File: src/rtl/tdc_pkg.sv
package tdc_pkg;

    localparam int CNT_W   = 7;
    localparam int SETUP_W = CNT_W + 1;

    typedef struct packed {
        logic             hold;
        logic [CNT_W-1:0] reload;
    } tdc_setup_t;

    typedef enum logic [1:0] {
        ACT_KEEP = 2'd0,
        ACT_LOAD = 2'd1,
        ACT_DEC  = 2'd2
    } tdc_act_e;

    function automatic tdc_setup_t unpack_setup(input logic [SETUP_W-1:0] raw);
        tdc_setup_t s;
        s.hold   = raw[SETUP_W-1];
        s.reload = raw[CNT_W-1:0];
        return s;
    endfunction

    function automatic tdc_act_e pick_action(input logic tick, input logic pend,
                                             input logic nonzero);
        if (!tick)        return ACT_KEEP;
        else if (pend)    return ACT_LOAD;
        else if (nonzero) return ACT_DEC;
        else              return ACT_KEEP;
    endfunction

endpackage

File: src/rtl/tdc_setup_reg.sv
module tdc_setup_reg
    import tdc_pkg::*;
(
    input  logic               clk,
    input  logic               rst,
    input  logic               we,
    input  logic [SETUP_W-1:0] din,
    output tdc_setup_t         q
);
    always_ff @(posedge clk) begin
        if (rst)
            q <= '0;
        else if (we)
            q <= unpack_setup(din);
    end
endmodule

File: src/rtl/tdc_pend_flag.sv
module tdc_pend_flag (
    input  logic clk,
    input  logic rst,
    input  logic arm,
    input  logic tick,
    input  logic hold,
    output logic pend
);
    logic nxt;

    always_comb begin
        nxt = pend;
        if (tick && !hold)
            nxt = 1'b0;
        if (arm)
            nxt = 1'b1;
    end

    always_ff @(posedge clk) begin
        if (rst)
            pend <= 1'b0;
        else
            pend <= nxt;
    end
endmodule

File: src/rtl/tdc_counter.sv
module tdc_counter
    import tdc_pkg::*;
#(
    parameter int W = CNT_W
) (
    input  logic         clk,
    input  logic         rst,
    input  logic         tick,
    input  logic         pend,
    input  logic [W-1:0] reload,
    output logic [W-1:0] cnt,
    output logic         nonzero
);
    tdc_act_e act;

    assign nonzero = |cnt;
    assign act     = pick_action(tick, pend, nonzero);

    always_ff @(posedge clk) begin
        if (rst) begin
            cnt <= '0;
        end else begin
            unique case (act)
                ACT_LOAD: cnt <= reload;
                ACT_DEC:  cnt <= cnt - W'(1);
                default:  cnt <= cnt;
            endcase
        end
    end
endmodule

File: src/rtl/tri_dur_gate.sv
module tri_dur_gate
    import tdc_pkg::*;
(
    input  logic               clk,
    input  logic               rst,
    input  logic               setup_we,
    input  logic [SETUP_W-1:0] setup_data,
    input  logic               len_we,
    input  logic               frame_tick,
    output logic               hold_mode,
    output logic               gate_open
);
    tdc_setup_t       setup_q;
    logic [CNT_W-1:0] reload_val;
    logic [CNT_W-1:0] cnt_q;
    logic             pend_q;

    tdc_setup_reg u_setup (
        .clk (clk),
        .rst (rst),
        .we  (setup_we),
        .din (setup_data),
        .q   (setup_q)
    );

    assign hold_mode  = setup_q.hold;
    assign reload_val = setup_q.reload;

    tdc_pend_flag u_pend (
        .clk  (clk),
        .rst  (rst),
        .arm  (len_we),
        .tick (frame_tick),
        .hold (hold_mode),
        .pend (pend_q)
    );

    tdc_counter #(.W(CNT_W)) u_cnt (
        .clk     (clk),
        .rst     (rst),
        .tick    (frame_tick),
        .pend    (pend_q),
        .reload  (reload_val),
        .cnt     (cnt_q),
        .nonzero (gate_open)
    );
endmodule

File: config.mk
export PLATFORM = sky130hd
export DESIGN_NAME = tri_dur_gate
export DESIGN_NICKNAME = d
export VERILOG_FILES = /design/src/rtl/tdc_pkg.sv /design/src/rtl/tdc_setup_reg.sv /design/src/rtl/tdc_pend_flag.sv /design/src/rtl/tdc_counter.sv /design/src/rtl/tri_dur_gate.sv
export SDC_FILE = /design/constraint.sdc
export NUM_CORES = 1
export LEC_CHECK = 0
export BUFFER_PORTS_ARGS = -buffer_cell sky130_fd_sc_hd__clkbuf_2
export CORE_UTILIZATION = 52
export DETAILED_ROUTE_END_ITERATION = 8
export PLACE_DENSITY = 0.87
export RECOVER_POWER = 50
export SLEW_MARGIN = 20
export SYNTH_ARGS = -nofsm -noshare
export SYNTH_HDL_FRONTEND = slang
export SYNTH_SLANG_ARGS = --single-unit
File: constraint.sdc
create_clock -name clk -period 2.9 [get_ports clk]
set_clock_uncertainty 0.05 [all_clocks]
set_input_delay 0.145 -clock clk [delete_from_list [all_inputs] [get_ports clk]]
set_output_delay 0.145 -clock clk [all_outputs]
set_load 0.01 [all_outputs]
==> impl_metrics.ini <==
[synthesis]
synth_area_sq_um = 776
syn-num-nets = 103
synth_compound_area_frac = 0.153
async_flop_share = 0
synth_top_area_share = 0.413
syn_area_per_cell_sq_um = 8.92
ys.flop_type = dfxtp_1
ys_ff_latch = 16
synth_xor_area_frac = 0
synth_area_leaders = dfxtp_1, mux2i_1, nor2_1, ha_1, a21oi_1
syn_inst = 87
synthAdderAreaFrac = 0.0484
synth.most_common_cell = dfxtp_1
yosysTopAreaCell = dfxtp_1
synth-edff-count = 0
yosysWarnings = 0
muxShareOfSynthArea = 0.103
synth_top_family_by_area = simple AND/OR/NAND/NOR gates
synth_common_cells = dfxtp_1, nor2_1, mux2i_1, nand2_1
synth_cell_types = 31
ys_seq_area_frac = 0.413
synthSimpleGateAreaFrac = 0.242

[clock_network]
htreeDepth = 1
clk_latency_ps = 290
cts.sinks = 16
cts_tree = built
holdBufCountCts = 0
post_cts_resized = 0
clk_pin_slew_ps = 100
numCtsBuffers = 3
post_cts.repair.setup_buffers = 0
clk_path_buf_depth = 2
cts_root_buffer = clkbuf_4

[critical_path]
worst_path_max_delay_cell = ha_1
start_kind = flip-flop
path_buf_inv = 1
required_ps = 3080
cp_max_fo = 12
rr_worst_depth = 8
crit_chain = nor4_1 -> buf_4 -> nand3b_1 -> and3b_1 -> ha_1 -> nand2b_1 -> or3_1 -> a31oi_2
crit_path_max_incr_delay_ps = 420
cp_top_family = simple AND/OR/NAND/NOR gates
cp.depth = 8
end_kind = flip-flop
cp.arrival_ps = 2620
worstSetupPathType = reg2reg

[timing]
worst_slack_ps = 459
finalCritPeriodShare = 0.842
rsz0062_at_grt = no
tightestPinTransition_ps = 389
relSlewSlack = 0.740
finalSetupViolations = 0
hold_viol = 0
period_needed_ps = 2440
final.setup.tns_ps = 0
max_freq_ghz = 0.410
drv_slew = 0

[power_and_ir_drop]
peakVddDrop_v = 0.000368
p_sw_mw = 0.241
finalPower_mw = 0.681
p_comb_frac = 0.373
p_seq_frac = 0.402
clkPwrFrac = 0.225
swShare = 0.353
p_leak_nw = 0.400
powerDensity_nw_per_um2 = 767
power.internal_mw = 0.441

[global_routing]
grt_max_degree = 17
grt_pass1_vias = 510
grt_pass1_wl_um = 2240
antenna_found_initial = 0
grt-ovfl-total = 0
track_usage = 0.217

[route]
vias = 699
drtPass1Iterations = 4
wl_um = 1630
drtIter0Drc = 32
drc = 0
wl_per_cell_um = 14.1
drt-vias-per-instance = 6.03
postRouteAntennaNets = 0

[floorplan]
die_area_sq_um = 1650
rows = 13
initial_core_util = 0.575
pin_count = 15
die_y_um = 40.6
fp.coreArea_sq_um = 1350
fp.dieW_um = 40.6

[layout]
finish.utilization = 0.658
layout.nets = 118
multiInputGateArea_sq_um = 424
fill_cells = 122
drive_above_1_share = 0.218
areaGrowthSynthToFinish_pct = 14.5
regArea_sq_um = 320
insertedDiodeCount = 0

[job]
drv_cap = 0

[worst_hold_path]
hp-class = in2reg
worstHoldPathCells = 3

[place]
hpwlAfterDp_um = 1140
dp_slack_ps = 504
numPortBuffers = 14
globalplace.congestion = 0.811

[outcome]
status = completed
per-layer routing:
layer	wire length [um]	up-vias	GRT usage
li1	-	336	-
met1	698	333	0.277
met2	818	28	0.345
met3	108	2	0.0489
met4	9	0	0.100
met5	0	-	0
logic make-up after synthesis:
kind of cell | Yosys count
compound gates | 17
fa+ha+maj | 3
buf+inv | 8
flops | 16
mux | 8
simple gates | 35
worst register-to-register path: stages, from the launching register on:
cell      delay, ps
dfxtp_1         370
nor4_1          290
buf_4           180
nand3b_1         90
and3b_1         190
ha_1            420
nand2b_1        260
or3_1           380
a31oi_2         150
registers in the layout, indices dropped and copies added (netlist names):
| signal | flops |
|---|---|
| u_setup.q | 8 |
| u_pend.pend | 1 |
| u_cnt.cnt | 7 |
power by group through the flow:
stage	clock network [mW]	registers [mW]	logic [mW]
global route	0.163	0.277	0.278
CTS	0.157	0.273	0.253
global placement	0	0.276	0.239
finish	0.154	0.274	0.254
floorplan	0	0.271	0.181
detailed placement	0	0.278	0.246
per-stage QoR:
| stage | cells | cell area (sq um) | hold WS, ps |
|---|---|---|---|
| after global placement | 112 | 852 | 303 |
| after CTS | 116 | 888 | 6.42 |
| after floorplan | 87 | 776 | 212 |
| after global routing | 116 | 888 | 6.96 |
| after detailed placement | 112 | 852 | 317 |
| final | 116 | 888 | 9.19 |
worst paths after layout:
| path | start | endpoint | slack, ps |
|---|---|---|---|
| setup / recovery | u_cnt.cnt[3]$_SDFFE_PP0P_ | u_cnt.cnt[4]$_SDFFE_PP0P_ | 460 |
| hold / removal | len_we | u_pend.pend$_SDFFE_PP0P_ | 9 |
| setup reg to reg | u_cnt.cnt[3]$_SDFFE_PP0P_ | u_cnt.cnt[4]$_SDFFE_PP0P_ | 460 |
| hold reg to reg | u_setup.q[5]$_SDFFE_PP0P_ | u_cnt.cnt[5]$_SDFFE_PP0P_ | 460 |
placed cells by master (no fill, tap or decap), drive strengths merged, types with 2 or more instances in the layout:
cell type,count
dfxtp,16
a31oi,3
nand3,2
or3,3
and3b,2
a21oi,4
nor2,11
nor3,3
inv,3
mux2i,8
ha,3
nand2b,2
a22oi,2
clkbuf,18
nand2,5
o21ai,3
area by class of cell:
cell class / instances / share of cell area
Tap cell: 15 / 0.0211
Clock buffer: 4 / 0.0408
Multi-Input combinational cell: 63 / 0.477
Sequential cell: 16 / 0.361
Timing Repair Buffer: 15 / 0.0873
Inverter: 3 / 0.0127
(Power assumes the default switching activity.)
